**src/rtl/rbm_pkg.sv**
```systemverilog
package rbm_pkg;
  typedef enum logic [2:0] {
    CAL_NONE   = 3'd0,
    CAL_FINE   = 3'd1,
    CAL_COARSE = 3'd2,
    CAL_AVG    = 3'd3
  } cal_code_e;
endpackage

```
**src/rtl/rbm_cfg_sel.sv**
```systemverilog
module rbm_cfg_sel #(
  parameter int RW       = 10,
  parameter int AW       = 6,
  parameter int NCFG     = 15,
  parameter int RB_ADDR  = 62,
  parameter int RST_ADDR = 63
) (
  input  logic [AW-1:0]      addr,
  input  logic [NCFG*RW-1:0] cfg_flat,
  input  logic [RW-1:0]      rb_val,
  input  logic [RW-1:0]      rst_val,
  output logic [RW-1:0]      val
);
  logic [RW-1:0] term [NCFG];

  for (genvar i = 0; i < NCFG; i++) begin : g_term
    assign term[i] = (addr == AW'(i)) ? cfg_flat[i*RW +: RW] : '0;
  end

  always_comb begin
    val = '0;
    for (int i = 0; i < NCFG; i++) val = val | term[i];
    if (addr == AW'(RB_ADDR))  val = rb_val;
    if (addr == AW'(RST_ADDR)) val = rst_val;
  end
endmodule

```
**src/rtl/rbm_cal_sel.sv**
```systemverilog
module rbm_cal_sel
  import rbm_pkg::*;
#(
  parameter int RW = 10
) (
  input  logic [2:0]    code,
  input  logic [RW-1:0] fine,
  input  logic [RW-1:0] coarse,
  input  logic [RW-1:0] avg,
  output logic [RW-1:0] val
);
  always_comb begin
    unique case (cal_code_e'(code))
      CAL_FINE:   val = fine;
      CAL_COARSE: val = coarse;
      CAL_AVG:    val = avg;
      default:    val = '0;
    endcase
  end
endmodule

```
**src/rtl/rbm_out_stage.sv**
```systemverilog
module rbm_out_stage #(
  parameter int DW = 12,
  parameter int RW = 10
) (
  input  logic          clk,
  input  logic          rst_n,
  input  logic          smp_valid,
  input  logic [DW-1:0] smp_data,
  input  logic          rb_en,
  input  logic [RW-1:0] rb_val,
  output logic          out_valid,
  output logic [DW-1:0] out_data,
  output logic          cal_valid,
  output logic [DW-1:0] cal_data
);
  localparam int PAD = DW - RW;
  logic [DW-1:0] word;

  assign word = rb_en ? {rb_val, {PAD{1'b0}}} : smp_data;

  always_ff @(posedge clk or negedge rst_n) begin
    if (!rst_n) begin
      out_valid <= 1'b0;
      out_data  <= '0;
      cal_valid <= 1'b0;
      cal_data  <= '0;
    end else begin
      cal_valid <= smp_valid;
      cal_data  <= smp_data;
      out_valid <= smp_valid;
      if (smp_valid) out_data <= word;
    end
  end
endmodule

```
**src/rtl/readback_mux.sv**
```systemverilog
module readback_mux #(
  parameter int DW       = 12,
  parameter int RW       = 10,
  parameter int SELW     = 9,
  parameter int AW       = 6,
  parameter int NCFG     = 15,
  parameter int RB_ADDR  = 62,
  parameter int RST_ADDR = 63
) (
  input  logic               clk,
  input  logic               rst_n,
  input  logic [SELW:0]      rb_ctrl,
  input  logic [NCFG*RW-1:0] cfg_flat,
  input  logic [RW-1:0]      rst_reg,
  input  logic [RW-1:0]      cal_fine,
  input  logic [RW-1:0]      cal_coarse,
  input  logic [RW-1:0]      cal_avg,
  input  logic               smp_valid,
  input  logic [DW-1:0]      smp_data,
  output logic               out_valid,
  output logic [DW-1:0]      out_data,
  output logic               cal_valid,
  output logic [DW-1:0]      cal_data
);
  localparam int HIW = SELW - AW;

  logic [HIW-1:0] tier;
  logic [AW-1:0]  addr;
  logic [RW-1:0]  cfg_val, cal_val, sel_val, rb_val;

  assign tier   = rb_ctrl[SELW-1:AW];
  assign addr   = rb_ctrl[AW-1:0];
  assign rb_val = RW'(rb_ctrl);

  rbm_cfg_sel #(.RW(RW), .AW(AW), .NCFG(NCFG), .RB_ADDR(RB_ADDR), .RST_ADDR(RST_ADDR)) u_cfg (
    .addr(addr), .cfg_flat(cfg_flat), .rb_val(rb_val), .rst_val(rst_reg), .val(cfg_val)
  );

  rbm_cal_sel #(.RW(RW)) u_cal (
    .code(3'(tier)), .fine(cal_fine), .coarse(cal_coarse), .avg(cal_avg), .val(cal_val)
  );

  assign sel_val = (tier == '0) ? cfg_val : cal_val;

  rbm_out_stage #(.DW(DW), .RW(RW)) u_out (
    .clk(clk), .rst_n(rst_n), .smp_valid(smp_valid), .smp_data(smp_data),
    .rb_en(rb_ctrl[SELW]), .rb_val(sel_val),
    .out_valid(out_valid), .out_data(out_data), .cal_valid(cal_valid), .cal_data(cal_data)
  );
endmodule

```
**config.mk**
```make
export PLATFORM = sky130hd
export DESIGN_NAME = readback_mux
export DESIGN_NICKNAME = d
export VERILOG_FILES = /design/src/rtl/rbm_pkg.sv /design/src/rtl/rbm_cfg_sel.sv /design/src/rtl/rbm_cal_sel.sv /design/src/rtl/rbm_out_stage.sv /design/src/rtl/readback_mux.sv
export SDC_FILE = /design/constraint.sdc
export NUM_CORES = 1
export LEC_CHECK = 0
export ABC_AREA = 1
export BUFFER_PORTS_ARGS = -buffer_cell sky130_fd_sc_hd__buf_4
export CORE_AREA = 2 2 93 95
export CTS_CLUSTER_SIZE = 20
export DETAILED_ROUTE_END_ITERATION = 8
export DIE_AREA = 0 0 95 97
export MAX_ROUTING_LAYER = met4
export PLACE_DENSITY = 0.85
export SETUP_SLACK_MARGIN = 0.5
export SLEW_MARGIN = 20
export SYNTH_ARGS = -nofsm -noshare
export SYNTH_HDL_FRONTEND = slang
export SYNTH_SLANG_ARGS = --single-unit
export TNS_END_PERCENT = 50
```
**constraint.sdc**
```tcl
create_clock -name clk -period 0.9 [get_ports clk]
set_clock_uncertainty 0.15 [all_clocks]
set_input_delay 0.135 -clock clk [delete_from_list [all_inputs] [get_ports clk]]
set_output_delay 0.135 -clock clk [all_outputs]
set_load 0.05 [all_outputs]
```
### Word-level counts from Yosys, hierarchy flattened

Index checks and enable logic that the tools add are counted.

* flip-flop bits (word level): 25
* bits of input ports: 215
* output and inout bits: 26
* word-level logic and storage cells: 58

* equal/unequal tests: 19
* muxes and demuxes: 20
* bitwise logic cells: 14
* reductions and logical operators: 2

Operator list (number)
* $mux W10: 18
* $or A10 B10 Y10: 14
* $eq A6 B4 Y1 const B: 7
* $pmux W10 S3: 1
* $eq A6 B3 Y1 const B: 4
* $eq A6 B2 Y1 const B: 2
* $eq A6 B6 Y1 const B: 2
* $mux W12: 1
* $eq A3 B2 Y1 const B: 2
* $eq A6 B1 Y1 const B: 1
* $logic_not A6 Y1: 1
* $eq A3 B1 Y1 const B: 1
* $logic_not A3 Y1: 1

### Logic depth before layout (Yosys ltp)

* depth in word-level cells: 20
* mapped depth: 14
* depth with buffers taken out: 14

### Cells and area by module

Synthesis repeated with hierarchy kept, for this count alone.

* cell total of the unflattened synthesis: 580
* area, all modules: 3156.8 um2

By module, submodules not included
* rbm_cfg_sel: times used 1, cells an instance 387, area an instance 1721.7 um2, sequential area each 0.0 um2
* rbm_out_stage: times used 1, cells an instance 108, area an instance 987.2 um2, sequential area each 625.6 um2
* rbm_cal_sel: times used 1, cells an instance 50, area an instance 284.0 um2, sequential area each 0.0 um2
* readback_mux: times used 1, cells an instance 35, area an instance 163.9 um2, sequential area each 0.0 um2

### Worst setup path after synthesis

Ideal clock, no wire load.

* path kind: input -> register
* start point: in rb_ctrl[8]
* end point: reg u_out.out_data[7]
* setup time: 66 ps
* arrival: 1096 ps
* data required time: 684 ps
* setup slack: -412 ps
* stages on the path: 7
* buffers on the path: 1
* cell sequence: clkbuf_1 nor3_2 a22o_1 a211oi_1 nand2_1 nand2_1 nand2_1

* longest elaborated chain between the ends: 4
* elaborated cells on any way between the ends: 7
* those cells by class: 3 x eq/ne; 3 x mux; 1 x reduce/logical

RTL lines
* start, declared: RTL line readback_mux.sv:12 `input logic [SELW:0] rb_ctrl,`
* $eq A3 B2 Y1 or $eq A3 B1 Y1 (tied branches): RTL line rbm_cal_sel.sv:13 `unique case (cal_code_e'(code))`
* $pmux W10 S3: RTL line rbm_cal_sel.sv:13
* $mux W10 *: RTL line readback_mux.sv:43 `assign sel_val = (tier == '0) ? cfg_val : cal_val;`
* $mux W12 *: RTL line rbm_out_stage.sv:19 `assign word = rb_en ? {rb_val, {PAD{1'b0}}} : smp_data;`
* end signal, assigned: RTL line rbm_out_stage.sv:31 `if (smp_valid) out_data <= word;`
* end, declared: RTL line rbm_out_stage.sv:12 `output logic [DW-1:0] out_data,`

Every way passes the cells marked *; elsewhere a longest branch is shown, timed or not.
A chain may end at the register's enable or synchronous reset.

### Worst setup path in the final report

* start point: in rb_ctrl[4]
* end point: reg u_out.out_data[9]

* longest elaborated chain between the ends: 20
* elaborated cells on any way between the ends: 50
* those cells by class: 16 x eq/ne; 19 x mux; 14 x bitwise; 1 x reduce/logical

RTL lines
* $eq A6 B1 Y1 or $logic_not A6 Y1 (tied branches): RTL line rbm_cfg_sel.sv:17 `assign term[i] = (addr == AW'(i)) ? cfg_flat[i*RW +: RW] : '0;`
* $mux W10: RTL line rbm_cfg_sel.sv:17
* $or A10 B10 Y10 (14 in series): RTL line rbm_cfg_sel.sv:22 `for (int i = 0; i < NCFG; i++) val = val | term[i];`
* $mux W10: RTL line rbm_cfg_sel.sv:23 `if (addr == AW'(RB_ADDR)) val = rb_val;`
* $mux W10 *: RTL line rbm_cfg_sel.sv:24 `if (addr == AW'(RST_ADDR)) val = rst_val;`
* $mux W10 *: RTL line readback_mux.sv:43
* $mux W12 *: RTL line rbm_out_stage.sv:19

Marks and branches as above.

==> metrics.md <==
| Metric | Value |
|---|---|
| Remaining antenna violation count | 0 |
| Via count | 4359 |
| Max Used Layer | met4 |
| Initial core utilization | 0.340 |
| Routed length on met1 | 4.91 mm |
| Final critical-path share of the clock period | 1.53 |
| Cts bufs inserted | 3 |
| Vias per Instance | 5.15 |
| Failing checks | hold timing, setup timing |
| Yosys warns | 0 |
| Clk sink count | 25 |
| Max IR drop VDD | 0.631 mV |
| Post-synthesis sequential area ratio | 0.226 |
| Startpoint types | input port |
| HPWL after DPL | 11.5 mm |
| Ys flop type | dfrtp_1 |
| Core ar. | 8130 sq um |
| Number of max-cap violations | 0 |
| Footprint of the multi-input gates | 2170 sq um |
| Setup crit end kind | flip-flop |
| H-tree depth | 1 |
| Seq. cell area | 631 sq um |
| Final worst setup slack | -0.481 ns |
| Port bufs | 240 |
| Status | finished with violations |
| Syn Nets | 678 |
| CP max-delay cell | buf_12 |
| # nets final | 958 |
| I/O pins | 241 |
| Post-Synth XOR/XNOR Area | 0 |
| Complex-gate fraction of the synthesized area | 0.0797 |
| Total power divided by cell area | 759 nW/um^2 |
| Max clock buf depth | 2 |
| Die Area | 9220 sq um |
| Crit path largest cell delay | 0.15 ns |
| Crit Path Max Fanout | 5 |
| Final Max Tran Viols | 0 |
| Final std cells w/o fill | 847 |
| Mapped cell area | 2760 sq um |
| Fraction of registers with async set/reset | 1.00 |
| Final setup vio count | 36 |
| CTS tree | built |
| Critical Path RT | 0.92 ns |
| Overall routing resource usage | 0.298 |
| CTS root buf | clkbuf_8 |
| Hold Path Class | input port to asynchronous set/reset pin |
| Routed met3 length | 1.04 mm |
| Antenna violations before repair | 0 |
| Fillers | 674 |
| Post-synthesis simple-gate area fraction | 0.641 |
| Mux cell area share after synthesis | 0 |
| Critical Path AT | 1.40 ns |
| Cell chain of the critical path | buf_8 > nor2_8 > buf_12 > nand2_8 > nor2_4 > buf_6 > nand2_2 > nand2_1 > nor2_1 > nand2_1 > nor2_1 > nand3_1 > nand2_1 > nand2_1 > nand2_1 > nand2_1 |
| EDFF count, synth | 0 |
| Share of layout cells above drive strength 1 | 0.482 |
| Total gr overflow | 0 |
| # diodes | 0 |
| Clk Latency, worst-skew pair | 0.27 ns |
| TritonRoute pass-1 iters | 5 |
| Worst path top cell family by delay | simple AND/OR/NAND/NOR gates |
| First DRT Iteration DRCs | 194 |
| First-pass GRT wire length | 20.8 mm |
| Average cell area after synthesis | 5.97 sq um |
| Critical path type | input port to flip-flop |
| Worst path bufs/invs | 3 |
| Least-Margin Pin Slew | 0.408 ns |
| Largest family of logic cells by synthesized area | simple AND/OR/NAND/NOR gates |
| Die Span X | 95 um |
| Synth Area in Adders | 0 |
| DRC | 0 |
| Drt total wl | 14.2 mm |
| Pre-CTS WS | -0.800 ns |
| Cell mode on critical path | nand2_1 |
| FP Rows | 33 |
| Fmax | 724 MHz |
| Clock Pin Slew Worst Setup and Hold Paths | 0.10 ns |
| Yosys cell types | 25 |
| Layout area overhead | 99.2% |
| Slew headroom | 0.727 |
| Met2 Routed Length | 7.56 mm |
| Static Leak | 2.93 nW |
| Number of global-route vias before repair | 4332 |
| RSZ-0062 raised after global routing | yes |
| Largest net degree at the start of global routing | 26 |
| Period minus WS final | 1.38 ns |
| Hold Vio Cnt, Final | 40 |
| Die Y | 97 um |
| Wirelength per Cell | 16.7 um |
| Gpl congestion | 0.897 |
| Total placed cells including tap cells | 835 |
| Flops & latches, synth | 25 |
| Syn Inst Count | 463 |
| Hold_ws | -0.401 ns |
==> kinds of logic (layout without fill, tap and decap cells) <==
family,count (synthesis),in the layout
compound gates,29,29
buf+inv,37,316
flops,25,25
simple gates,372,372
==> final cells by class <==
type | count | share of cell area
clock inverters | 1 | 0.00136
inverters | 28 | 0.0200
repair buffers | 284 | 0.438
clock buffers | 3 | 0.00750
multi-input cells | 401 | 0.395
well taps | 105 | 0.0239
flip-flops and latches | 25 | 0.115
==> cell usage in the layout, fill, tap and decap left out, types with 3 or more instances in the layout <==
master,n
a211oi_1,10
a22o_1,10
a22oi_1,4
buf_12,10
buf_4,239
buf_6,32
clkbuf_8,3
dfrtp_1,21
dfrtp_2,4
inv_1,17
inv_2,10
nand2_1,193
nand2_2,10
nand2_4,3
nand2_8,5
nand3_1,31
nand3_2,5
nand4_1,33
nor2_1,56
nor2_2,3
nor2_4,16
nor2_8,4
nor3_1,4
nor3_4,4
o21ai_0,4
==> registers in the layout, indices dropped and copies added, names as in the netlist <==
signal	count
u_out.cal_data	12
u_out.out_data	12
u_out.out_valid	1
==> per-layer routing <==
layer | vias up | global-route usage
met4 | 0 | 0.127
met5 | - | -
met1 | 1963 | 0.310
li1 | 2092 | -
met3 | 50 | 0.0335
met2 | 254 | 0.553
==> power by group <==
part	leakage, nW	internal (mW)	switching, mW
logic	2.61	1.12	1.08
registers	0.296	1.21	0.0601
clock network	0.0217	0.314	0.393
total	2.93	2.65	1.53
==> metrics by stage <==
stage / cell area, sq um / utilization / power [mW] / TNS [ns] / hold WS [ns]
after CTS: 5440 / 0.669 / 4.15 / -9.82 / -0.392
after detailed placement: 5050 / 0.621 / 3.26 / -7.47 / -0.0826
after global routing: 5510 / 0.677 / 4.37 / -11.66 / -0.385
after global placement: 5050 / 0.621 / 3.23 / -7.04 / -0.0955
final: 5510 / 0.677 / 4.18 / -10.06 / -0.401
after floorplan: 2830 / - / 2.05 / -3.80 / -0.311
==> Yosys cell counts, types with 2 or more instances <==
master	n	area, sq um
nor2_8	4	80.1
inv_1	20	75.1
nand3_1	36	180
or2_2	2	12.5
clkbuf_1	5	18.8
dfrtp_1	25	626
nand2_1	202	758
a211oi_1	10	75.1
nand2_2	3	18.8
nand2_4	6	67.6
a22oi_1	4	30.0
nor3_2	4	40.0
o21ai_0	4	20.0
a22o_1	10	87.6
nand4_1	33	206
buf_2	3	15.0
nor2_1	58	218
nor2_2	9	56.3
nor2_4	8	90.1
nor3_1	6	30.0
inv_2	7	26.3
==> what timing repair did <==
action	CTS	global route
endpoints found under the hold margin	40	39
resized for setup	58	17
setup endpoints to repair	38	38
buffers inserted	5	2
gates cloned	1	0
pin swaps	29	23
==> final timing paths <==
check,startpoint,to,slack [ns],cells after the start
worst min register to register,u_out.out_data[0]$_DFFE_PN0P_,u_out.out_data[0]$_DFFE_PN0P_,0.35,2
min in group clk,smp_data[6],u_out.cal_data[6]$_DFF_PN0_,-0.18,1
max in group asynchronous,rst_n,u_out.out_data[0]$_DFFE_PN0P_,0.71,1
worst max-delay path,rb_ctrl[4],u_out.out_data[9]$_DFFE_PN0P_,-0.48,16
worst min-delay path,rst_n,u_out.cal_data[4]$_DFF_PN0_,-0.40,1
worst max register to register,u_out.out_data[4]$_DFFE_PN0P_,u_out.out_data[4]$_DFFE_PN0P_,-0.01,3
Power figures use the tool's default switching activity.
